==> src/rtl/fn_err_log.sv <==
module fn_err_log #(
  parameter int FAT_W = 10,
  parameter int NF_W  = 11,
  parameter int RSV_W = 4
) (
  input  logic                         clk,
  input  logic                         rst_n,
  input  logic [FAT_W-1:0]             fat_evt,
  input  logic [NF_W-1:0]              nf_evt,
  input  logic                         wr_en,
  input  logic                         wr_sel,
  input  logic [FAT_W+NF_W+RSV_W-1:0]  wr_data,
  output logic [FAT_W+NF_W+RSV_W-1:0]  first_reg,
  output logic [FAT_W+NF_W+RSV_W-1:0]  next_reg,
  output logic                         any_fatal,
  output logic                         any_nonfatal
);
  localparam int REG_W = FAT_W + NF_W + RSV_W;

  logic [FAT_W-1:0] f_fat, n_fat;
  logic [NF_W-1:0]  f_nf,  n_nf;

  wire clr_first = wr_en & ~wr_sel;
  wire clr_next  = wr_en &  wr_sel;

  wire [FAT_W-1:0] ff_clr = clr_first ? wr_data[FAT_W-1:0]          : '0;
  wire [NF_W-1:0]  fn_clr = clr_first ? wr_data[FAT_W +: NF_W]      : '0;
  wire [FAT_W-1:0] nf_clr = clr_next  ? wr_data[FAT_W-1:0]          : '0;
  wire [NF_W-1:0]  nn_clr = clr_next  ? wr_data[FAT_W +: NF_W]      : '0;

  wire fat_armed = ~|f_fat;
  wire nf_armed  = ~|f_nf;

  always_ff @(posedge clk) begin
    if (!rst_n) begin
      f_fat <= '0;
      n_fat <= '0;
      f_nf  <= '0;
      n_nf  <= '0;
    end else begin
      f_fat <= fat_armed ? fat_evt : (f_fat & ~ff_clr);
      n_fat <= (n_fat & ~nf_clr) | (fat_armed ? '0 : fat_evt);
      f_nf  <= nf_armed ? nf_evt : (f_nf & ~fn_clr);
      n_nf  <= (n_nf & ~nn_clr) | (nf_armed ? '0 : nf_evt);
    end
  end

  assign first_reg    = {{RSV_W{1'b0}}, f_nf, f_fat};
  assign next_reg     = {{RSV_W{1'b0}}, n_nf, n_fat};
  assign any_fatal    = |{f_fat, n_fat};
  assign any_nonfatal = |{f_nf, n_nf};
endmodule

==> config.mk <==
export PLATFORM = sky130hd
export DESIGN_NAME = fn_err_log
export DESIGN_NICKNAME = d
export VERILOG_FILES = /design/src/rtl/fn_err_log.sv
export SDC_FILE = /design/constraint.sdc
export NUM_CORES = 1
export LEC_CHECK = 0
export ABC_AREA = 1
export BUFFER_PORTS_ARGS = -buffer_cell sky130_fd_sc_hd__buf_2
export CORE_ASPECT_RATIO = 1.75
export CORE_MARGIN = 3
export CORE_UTILIZATION = 46
export CTS_BUF_LIST = sky130_fd_sc_hd__clkbuf_2 sky130_fd_sc_hd__clkbuf_4 sky130_fd_sc_hd__clkbuf_8
export DETAILED_ROUTE_END_ITERATION = 10
export PLACE_DENSITY_LB_ADDON = 0.08
export SETUP_SLACK_MARGIN = 0.4
export SLEW_MARGIN = 20
export SYNTH_ARGS = -nofsm -noshare
export SYNTH_HDL_FRONTEND = slang
export SYNTH_SLANG_ARGS = --single-unit
export TNS_END_PERCENT = 5
==> constraint.sdc <==
create_clock -name clk -period 1.65 [get_ports clk]
set_clock_uncertainty 0.1 [all_clocks]
set_input_delay 0.33 -clock clk [delete_from_list [all_inputs] [get_ports clk]]
set_output_delay 0.33 -clock clk [all_outputs]
set_load 0.05 [all_outputs]
==> results.tsv, run 1 <==
metric	value	unit
design.die.area	5060	sq um
min_period_over_period	108	%
rsz0062_at_grt	true	
dp_hpwl	4.15	mm
multi_input_area	1020	sq um
die_y	91.9	um
clk_latency	0.29	ns
max_stage_delay	0.34	ns
grt_antenna_before_repair	0	
cts_tree	yes	
cts_buffers	5	
synth.distinct_cells	24	
post-route-worst-setup-slack	-0.124	ns
gp_congestion	0.818	
drv_slew	0	
finalSetupViolCount	2	
htreeDepth	2	
synth_top_area_share	43.4	%
nNetsFinal	411	
num-fill-cells	321	
n_antenna_cell	0	
crit_arrival	1.34	ns
area_growth	60.7	%
syn_area	1940	sq um
layout_commonest_cell	buf_2	
power.density	2330	nW/um^2
violations	negative setup slack	
regArea	950	sq um
io_buffers	89	
dpl.cell_count	401	
ant_nets	0	
max_freq	564	MHz
clkTransAtPathRegs	0.08	ns
synthTopCellsByArea	dfxtp_1 43%, o21ai_0 11%, nand2_1 9.1%	
ioPinCount	102	
status	finished, violations left	
cts.sinks	42	
die_w	55.1	um
grt_overflow_total	0	
fin_cells	410	
path_cells	nor2_2 -> nand2_2 -> nor2_8 -> nand2_8 -> inv_6 -> nand3_4 -> buf_6	
rows	30	
synth_cells	268	
cp_max_fo	5	
required	1.22	ns
fin_crit	1.77	ns
worstSetupPathType	reg -> out	
drt-total-wl	5.72	mm
hold_viol	0	
cts-root-buf	clkbuf_8	
via_per_inst	5.05	
cts_buffer_depth	2	
end_kind	output port	
yosysSeqAreaShare	43.4	%
synth_seq_cells	42	
grt_start_max_net_pins	31	
first_iter_violations	29	
design_power_total	7260	uW
crit_slowest_cell	dfxtp_2	
drtPass1Iterations	4	
synth_top_cell_by_area	dfxtp_1	
yosys_warnings	0	
syn_area_per_cell	7.24	sq um
ir_drop	0.00174	V
core_area	3980	sq um
gr-usage-all-layers	22.5	%
drcViolationCount	0	
wl_per_cell	14.0	um
drv_cap	0	
hp-class	in -> reg	
cts_setup_buffers	0	
vias	2072	
start_util	48.7	%
p_leak	0.00149	uW
grt_pass1_wl	8.38	mm
cp-start-kind	flip-flop	
layout_common_cells	50 x buf_2, 44 x nand2_1, 42 x o21ai_0	
drive_above_1_share	48.3	%
grt_pass1_vias	1959	
logic make-up after synthesis:
kind of cell	Yosys count	share of synthesized area [%]
DFF	42	43.4
buffers and inverters	50	12.9
other	1	0.193
and+or+nand+nor	98	23.7
AOI/OAI and AO/OA	77	19.9
what timing repair did:
item | in CTS | in global routing
hold buffers | 0 | 0
pin swaps | 4 | 2
gates cloned | 0 | 1
hold endpoints to repair | 0 | 0
endpoints found under the setup margin | 86 | 86
resized for setup | 23 | 151
critical path, delay by kind of cell, from the launching register on:
family	cells	cell delay, ns
flip-flops	1	0.34
buffers and inverters	2	0.23
AND/OR/NAND/NOR	5	0.49
final timing paths:
path,from,to,slack [ns],cells after the start
setup / recovery,f_nf[8],any_nonfatal,-0.12,7
hold reg to reg,n_nf[5],n_nf[5],0.40,2
setup reg to reg,f_nf[8],f_nf[3],0.33,8
hold / removal,fat_evt[2],f_fat[2],0.18,3
per-stage QoR:
stage / setup slack, ns / hold WS, ns / area (sq um) / TNS, ns / util, %
after floorplan: 0.115 / 0.355 / 2120 / 0 / -
after global placement: 0.119 / 0.366 / 2560 / 0 / 64.4
after detailed placement: 0.116 / 0.376 / 2560 / 0 / 64.4
after CTS: -0.119 / 0.175 / 2750 / -0.169 / 69.1
after global routing: -0.175 / 0.184 / 3120 / -0.249 / 78.3
final: -0.124 / 0.177 / 3120 / -0.167 / 78.3
synthesized netlist by cell type:
cell type and instances:
a21oi_1 35, and2_4 1, and3_1 1, buf_12 1
buf_2 4, buf_4 9, buf_6 1, clkbuf_1 4
clkinv_1 1, conb_1 1, dfxtp_1 42, inv_1 29
inv_2 1, nand2_1 47, nand2_2 2, nand2_8 1
nand3_1 7, nand3b_1 4, nor2_1 27, nor2_2 3
nor2_4 1, nor2_8 1, nor4_1 3, o21ai_0 42
per-layer routing:
layer	vias up	wire length, um	track usage, %
li1	1036	-	-
met1	949	1990	21.7
met2	73	3270	42.8
met3	14	332	4.72
met4	0	135	8.11
met5	-	0	0
final cells by class:
cell class | count | area share (%)
Timing Repair Buffer | 97 | 27.6
Tap cell | 48 | 1.93
Multi-Input combinational cell | 184 | 32.6
Clock buffer | 5 | 2.21
Inverter | 31 | 3.89
Sequential cell | 42 | 30.5
Clock inverter | 3 | 1.28
sequential cells by signal, indices dropped and copies added, names as in the netlist:
name / cells
f_nf: 11
n_nf: 11
f_fat: 10
n_fat: 10
report_power, final:
part / internal, uW / leakage [uW] / switching [uW]
registers: 1540 / 0.000368 / 474
logic: 1680 / 0.00107 / 2770
clock network: 445 / 0.0000579 / 347
total: 3670 / 0.00149 / 3590
Note: power is estimated with default switching activity, not from simulation.
==> run 2, diff against run 1 <==
ABC_AREA = not set   (was 1)
CORE_UTILIZATION = 50   (was 46)
clock period = 2.3 ns   (was 1.65 ns; I/O delays follow)
==> run 2 against run 1 <==
The run now ends clean; global-route usage up 1.2 points; die area fell by 6.0%; highest routed layer unchanged; sequential share of layout area increased by 2.8 points; worst hold slack gained 0.12 ns; flip-flop and latch count stayed put.
==> results.tsv, run 2 <==
metric	value	unit
min_period_over_period	98.1	%
drive_above_1_share	36.2	%
hold_viol	0	
grt_pass1_vias	1957	
gr-usage-all-layers	23.7	%
n_antenna_cell	0	
layout_common_cells	87 x buf_2, 52 x nand3_1, 42 x nand2_1	
yosysMostFrequentCell	nand3_1	
fin_cells	375	
synth_cells	247	
final_core_util	69.3	%
cp-start-kind	flip-flop	
first_iter_violations	78	
p_leak	0.00117	uW
required	1.74	ns
power.density	1760	nW/um^2
rrSetupSlack	0.51	ns
synth_common_cells	52 x nand3_1, 42 x dfxtp_1, 42 x nand2_1	
finalSetupViolCount	0	
ir_drop	0.00106	V
cts_tree	yes	
tightest_slew	0.614	ns
wl_per_cell	14.7	um
ant_nets	0	
drtPass1Iterations	4	
cts_buffer_depth	2	
hp-class	in -> reg	
end_kind	output port	
status	complete, no violations	
worst_hold_slack	0.300	ns
synth.distinct_cells	26	
cp_max_fo	2	
synth_seq_cells	42	
dp_hpwl	3.96	mm
area_growth	30.1	%
grt_pass1_wl	8.55	mm
drcViolationCount	0	
htreeDepth	2	
gp_congestion	0.822	
syn_area_per_cell	7.98	sq um
design.die.area	4760	sq um
slew_headroom	59.1	%
core_area	3700	sq um
num-fill-cells	339	
async_flop_share	0	%
cts_buffers	5	
cts.sinks	42	
synth_top_area_share	42.7	%
die_y	89.1	um
die_w	53.5	um
grt_antenna_before_repair	0	
io_buffers	89	
clk_latency	0.29	ns
clkTransAtPathRegs	0.08	ns
top_regs	f_nf (11), n_nf (11)	
rows	29	
via_per_inst	5.63	
max_freq	443	MHz
ioPinCount	102	
layout_commonest_cell	buf_2	
vias	2113	
crit_arrival	1.70	ns
nNetsFinal	378	
yosys_warnings	0	
drv_slew	0	
drv_cap	0	
synthTopCellsByArea	dfxtp_1 43%, nand3_1 13%, nand2_1 8.0%	
syn_area	1970	sq um
cts-root-buf	clkbuf_8	
synth-edff-count	0	
grt_start_max_net_pins	85	
yosysSeqAreaShare	42.7	%
ctsHoldBuffers	0	
worstSetupPathType	reg -> out	
grt_overflow_total	0	
dpl.cell_count	366	
rsz0062_at_grt	true	
fin_crit	2.26	ns
synth_top_cell_by_area	dfxtp_1	
start_util	53.2	%
synth_top_flop_cell	dfxtp_1	
drt-total-wl	5.51	mm
run 2: cell types whose count changed after synthesis, moves of 9 or more:
cell,delta
nand3_1,+45
o21ai_0,-33
inv_1,-29
a21oi_1,-24
nor2_1,-16
a32o_1,+10
o211ai_1,+10
a31o_1,+9
clkbuf_1,+9
run 2: cell type report:
type / instances / area [sq um] / share of cell area (%)
Tap cell: 46 / 57.6 / 2.24
Multi-Input combinational cell: 183 / 1030 / 40.2
Clock inverter: 1 / 5.00 / 0.195
Sequential cell: 42 / 853 / 33.3
Clock buffer: 7 / 90.1 / 3.51
Timing Repair Buffer: 96 / 527 / 20.5
run 2: layer usage:
layer	track usage, %	up-vias	wire, um
li1	-	1047	-
met1	25.2	981	2070
met2	45.0	79	3010
met3	4.84	6	370
met4	6.98	0	62
met5	0	-	0
run 2: logic make-up after synthesis:
kind of cell	after synthesis	synth area share, %
compound gates	53	19.4
buf+inv	29	7.75
flops	42	42.7
other cells	1	0.190
simple gates	122	30.0
run 2: report_power, final:
group,total [uW],internal (uW),switching (uW)
combinational,2680,764,1910
clock,502,254,248
sequential,1320,1060,262
total,4500,2080,2420
run 2: worst paths after layout:
check,start,end,cells past startpoint
worst max register to register,f_nf[8],n_nf[4],4
worst min register to register,n_nf[9],n_nf[9],2
worst max-delay path,f_fat[6],any_fatal,4
worst min-delay path,nf_evt[7],f_nf[7],2
run 2: repair_timing:
action                                  CTS  global route
setup buffers                             0             1
gates resized for setup                   3             7
endpoints found under the setup margin    2             3
hold endpoints to repair                  0             0
pin swaps                                 0             5
run 2: stage by stage:
stage               setup WS (ns)  total power [uW]  setup TNS (ns)  instance area, sq um
detailed placement          0.312              3910               0                  2420
CTS                        0.0287              4430               0                  2520
global route              -0.0354              4760         -0.0354                  2560
floorplan                 0.00713              3370               0                  2010
global placement            0.338              3880               0                  2420
finish                     0.0433              4500               0                  2560
run 2: worst max-delay path, stage by stage, from the launching register on:
cell and delay, ns:
dfxtp_4 0.35, or4_4 0.54, nor3_4 0.20, nand4_1 0.13, buf_6 0.19
==> run 3, diff against run 2 <==
CORE_UTILIZATION = 48   (was 50)
CTS_BUF_LIST = not set   (was sky130_fd_sc_hd__clkbuf_2 sky130_fd_sc_hd__clkbuf_4 sky130_fd_sc_hd__clkbuf_8)
==> run 3 against run 2 <==
Global-route usage increased by 0.54 points; sequential share of layout area decreased by 0.57 points; first-iteration DRC count decreased by 32%; via count increased by 0.19%; wire length increased by 0.96%; final cell count increased by 0.80%; sequential power about the same; count of clock-buffer cells in the layout decreased by 2; core utilization decreased by 2.4 points; worst hold slack got worse by 0.0039 ns; critical path depth unchanged; maximum frequency increased by 1.5%.
==> results.tsv, run 3 (same netlist as run 2, synthesis figures left out) <==
metric	value	unit
cts-root-buf	clkbuf_8	
cp_max_fo	3	
top_regs	f_nf (11), n_nf (11)	
switching_share	51.8	%
io_buffers	89	
wl_per_cell	14.7	um
required	1.74	ns
grt_overflow_total	0	
place_area	2440	sq um
core_area	3900	sq um
rsz0062_at_grt	true	
fin_crit	2.22	ns
drive_above_1_share	35.8	%
layout_commonest_cell	buf_2	
nNetsFinal	379	
switching_power	2440	uW
cp-start-kind	flip-flop	
grt_pass1_wl	9.17	mm
first_iter_violations	53	
clkPwrFrac	14.9	%
cts_buffer_depth	2	
rows	30	
ir_drop	0.00103	V
final.setup.tns	0	ns
drcViolationCount	0	
via_per_inst	5.60	
vias	2117	
cts_buffers	5	
internal_power	2270	uW
cts.sinks	42	
p_leak	0.00119	uW
drv_slew	0	
dpl.cell_count	369	
ctsHoldBuffers	0	
hp-class	in -> reg	
end_kind	output port	
hold_viol	0	
area_growth	32.4	%
crit_arrival	1.66	ns
status	complete, no violations	
clkTransAtPathRegs	0.09	ns
min_period_over_period	96.7	%
die_y	90.8	um
clk_latency	0.29	ns
worstSetupPathType	reg -> out	
ioPinCount	102	
grt_pass1_vias	1997	
n_antenna_cell	0	
drt-total-wl	5.57	mm
drv_cap	0	
stdcell_area	2610	sq um
grt_start_max_net_pins	85	
fin_cells	378	
tightest_slew	0.628	ns
finalSetupViolCount	0	
dp_hpwl	3.99	mm
seqPwrFrac	27.7	%
cts_tree	yes	
die_w	54.4	um
place_ws	0.246	ns
ant_nets	0	
grt_antenna_before_repair	0	
post-route-worst-setup-slack	0.0767	ns
drtPass1Iterations	4	
gr-usage-all-layers	24.2	%
max_freq	450	MHz
power_frac_comb	57.4	%
gp_congestion	0.737	
slew_headroom	58.1	%
design.die.area	4940	sq um
htreeDepth	2	
layout_common_cells	87 x buf_2, 52 x nand3_1, 42 x nand2_1	
start_util	50.5	%
power.density	1810	nW/um^2
## run 3: cell type report
cell class | instances | area [sq um]
fillers | 392 | 1290
multi-input cells | 183 | 1020
flip-flops and latches | 42 | 853
clock buffers | 5 | 68.8
well taps | 48 | 60.1
clock inverters | 3 | 68.8
repair buffers | 97 | 539
## run 3: timing repair
item / CTS / global route
setup buffers: 1 / 0
pin swaps: 2 / 2
gates resized for setup: 5 / 0
endpoints found under the setup margin: 2 / 16
## run 3: worst paths after layout
kind              startpoint  slack, ns        end  depth (start not counted)
hold / removal     nf_evt[7]       0.30    f_nf[7]                          2
hold reg to reg      n_nf[6]       0.38    n_nf[6]                          2
setup reg to reg     f_nf[8]       0.40    f_nf[8]                          5
setup / recovery    f_fat[7]       0.08  any_fatal                          4
## run 3: power by group through the flow
stage	clock network (uW)	logic, uW	registers [uW]
global route	747	2880	1350
finish	703	2710	1300
CTS	717	2730	1300
floorplan	0	1040	2330
global placement	0	2650	1300
detailed placement	0	2680	1310
## run 3: through the flow
stage | total power [uW] | hold slack (ns) | util [%]
2_1_floorplan | 3370 | 0.493 | -
3_3_place_gp | 3950 | 0.358 | 62.5
6_report | 4710 | 0.296 | 66.8
4_1_cts | 4750 | 0.282 | 66.8
3_5_place_dp | 3990 | 0.368 | 62.5
5_1_grt | 4980 | 0.289 | 66.8
## run 3: critical path: stages, from the launching register on
cell and delay (ns):
dfxtp_4 0.35, or4_1 0.53, nor3_2 0.18, nand4_1 0.10
buf_4 0.21
## run 3: routing by layer
metal	up-vias	share of wire [%]	wire [um]	track usage, %
met2	88	52	2910	41.0
met3	8	7.6	425	4.96
met4	0	1.9	103	9.15
met5	-	0	0	0
li1	1052	-	-	-
met1	969	38	2130	28.5
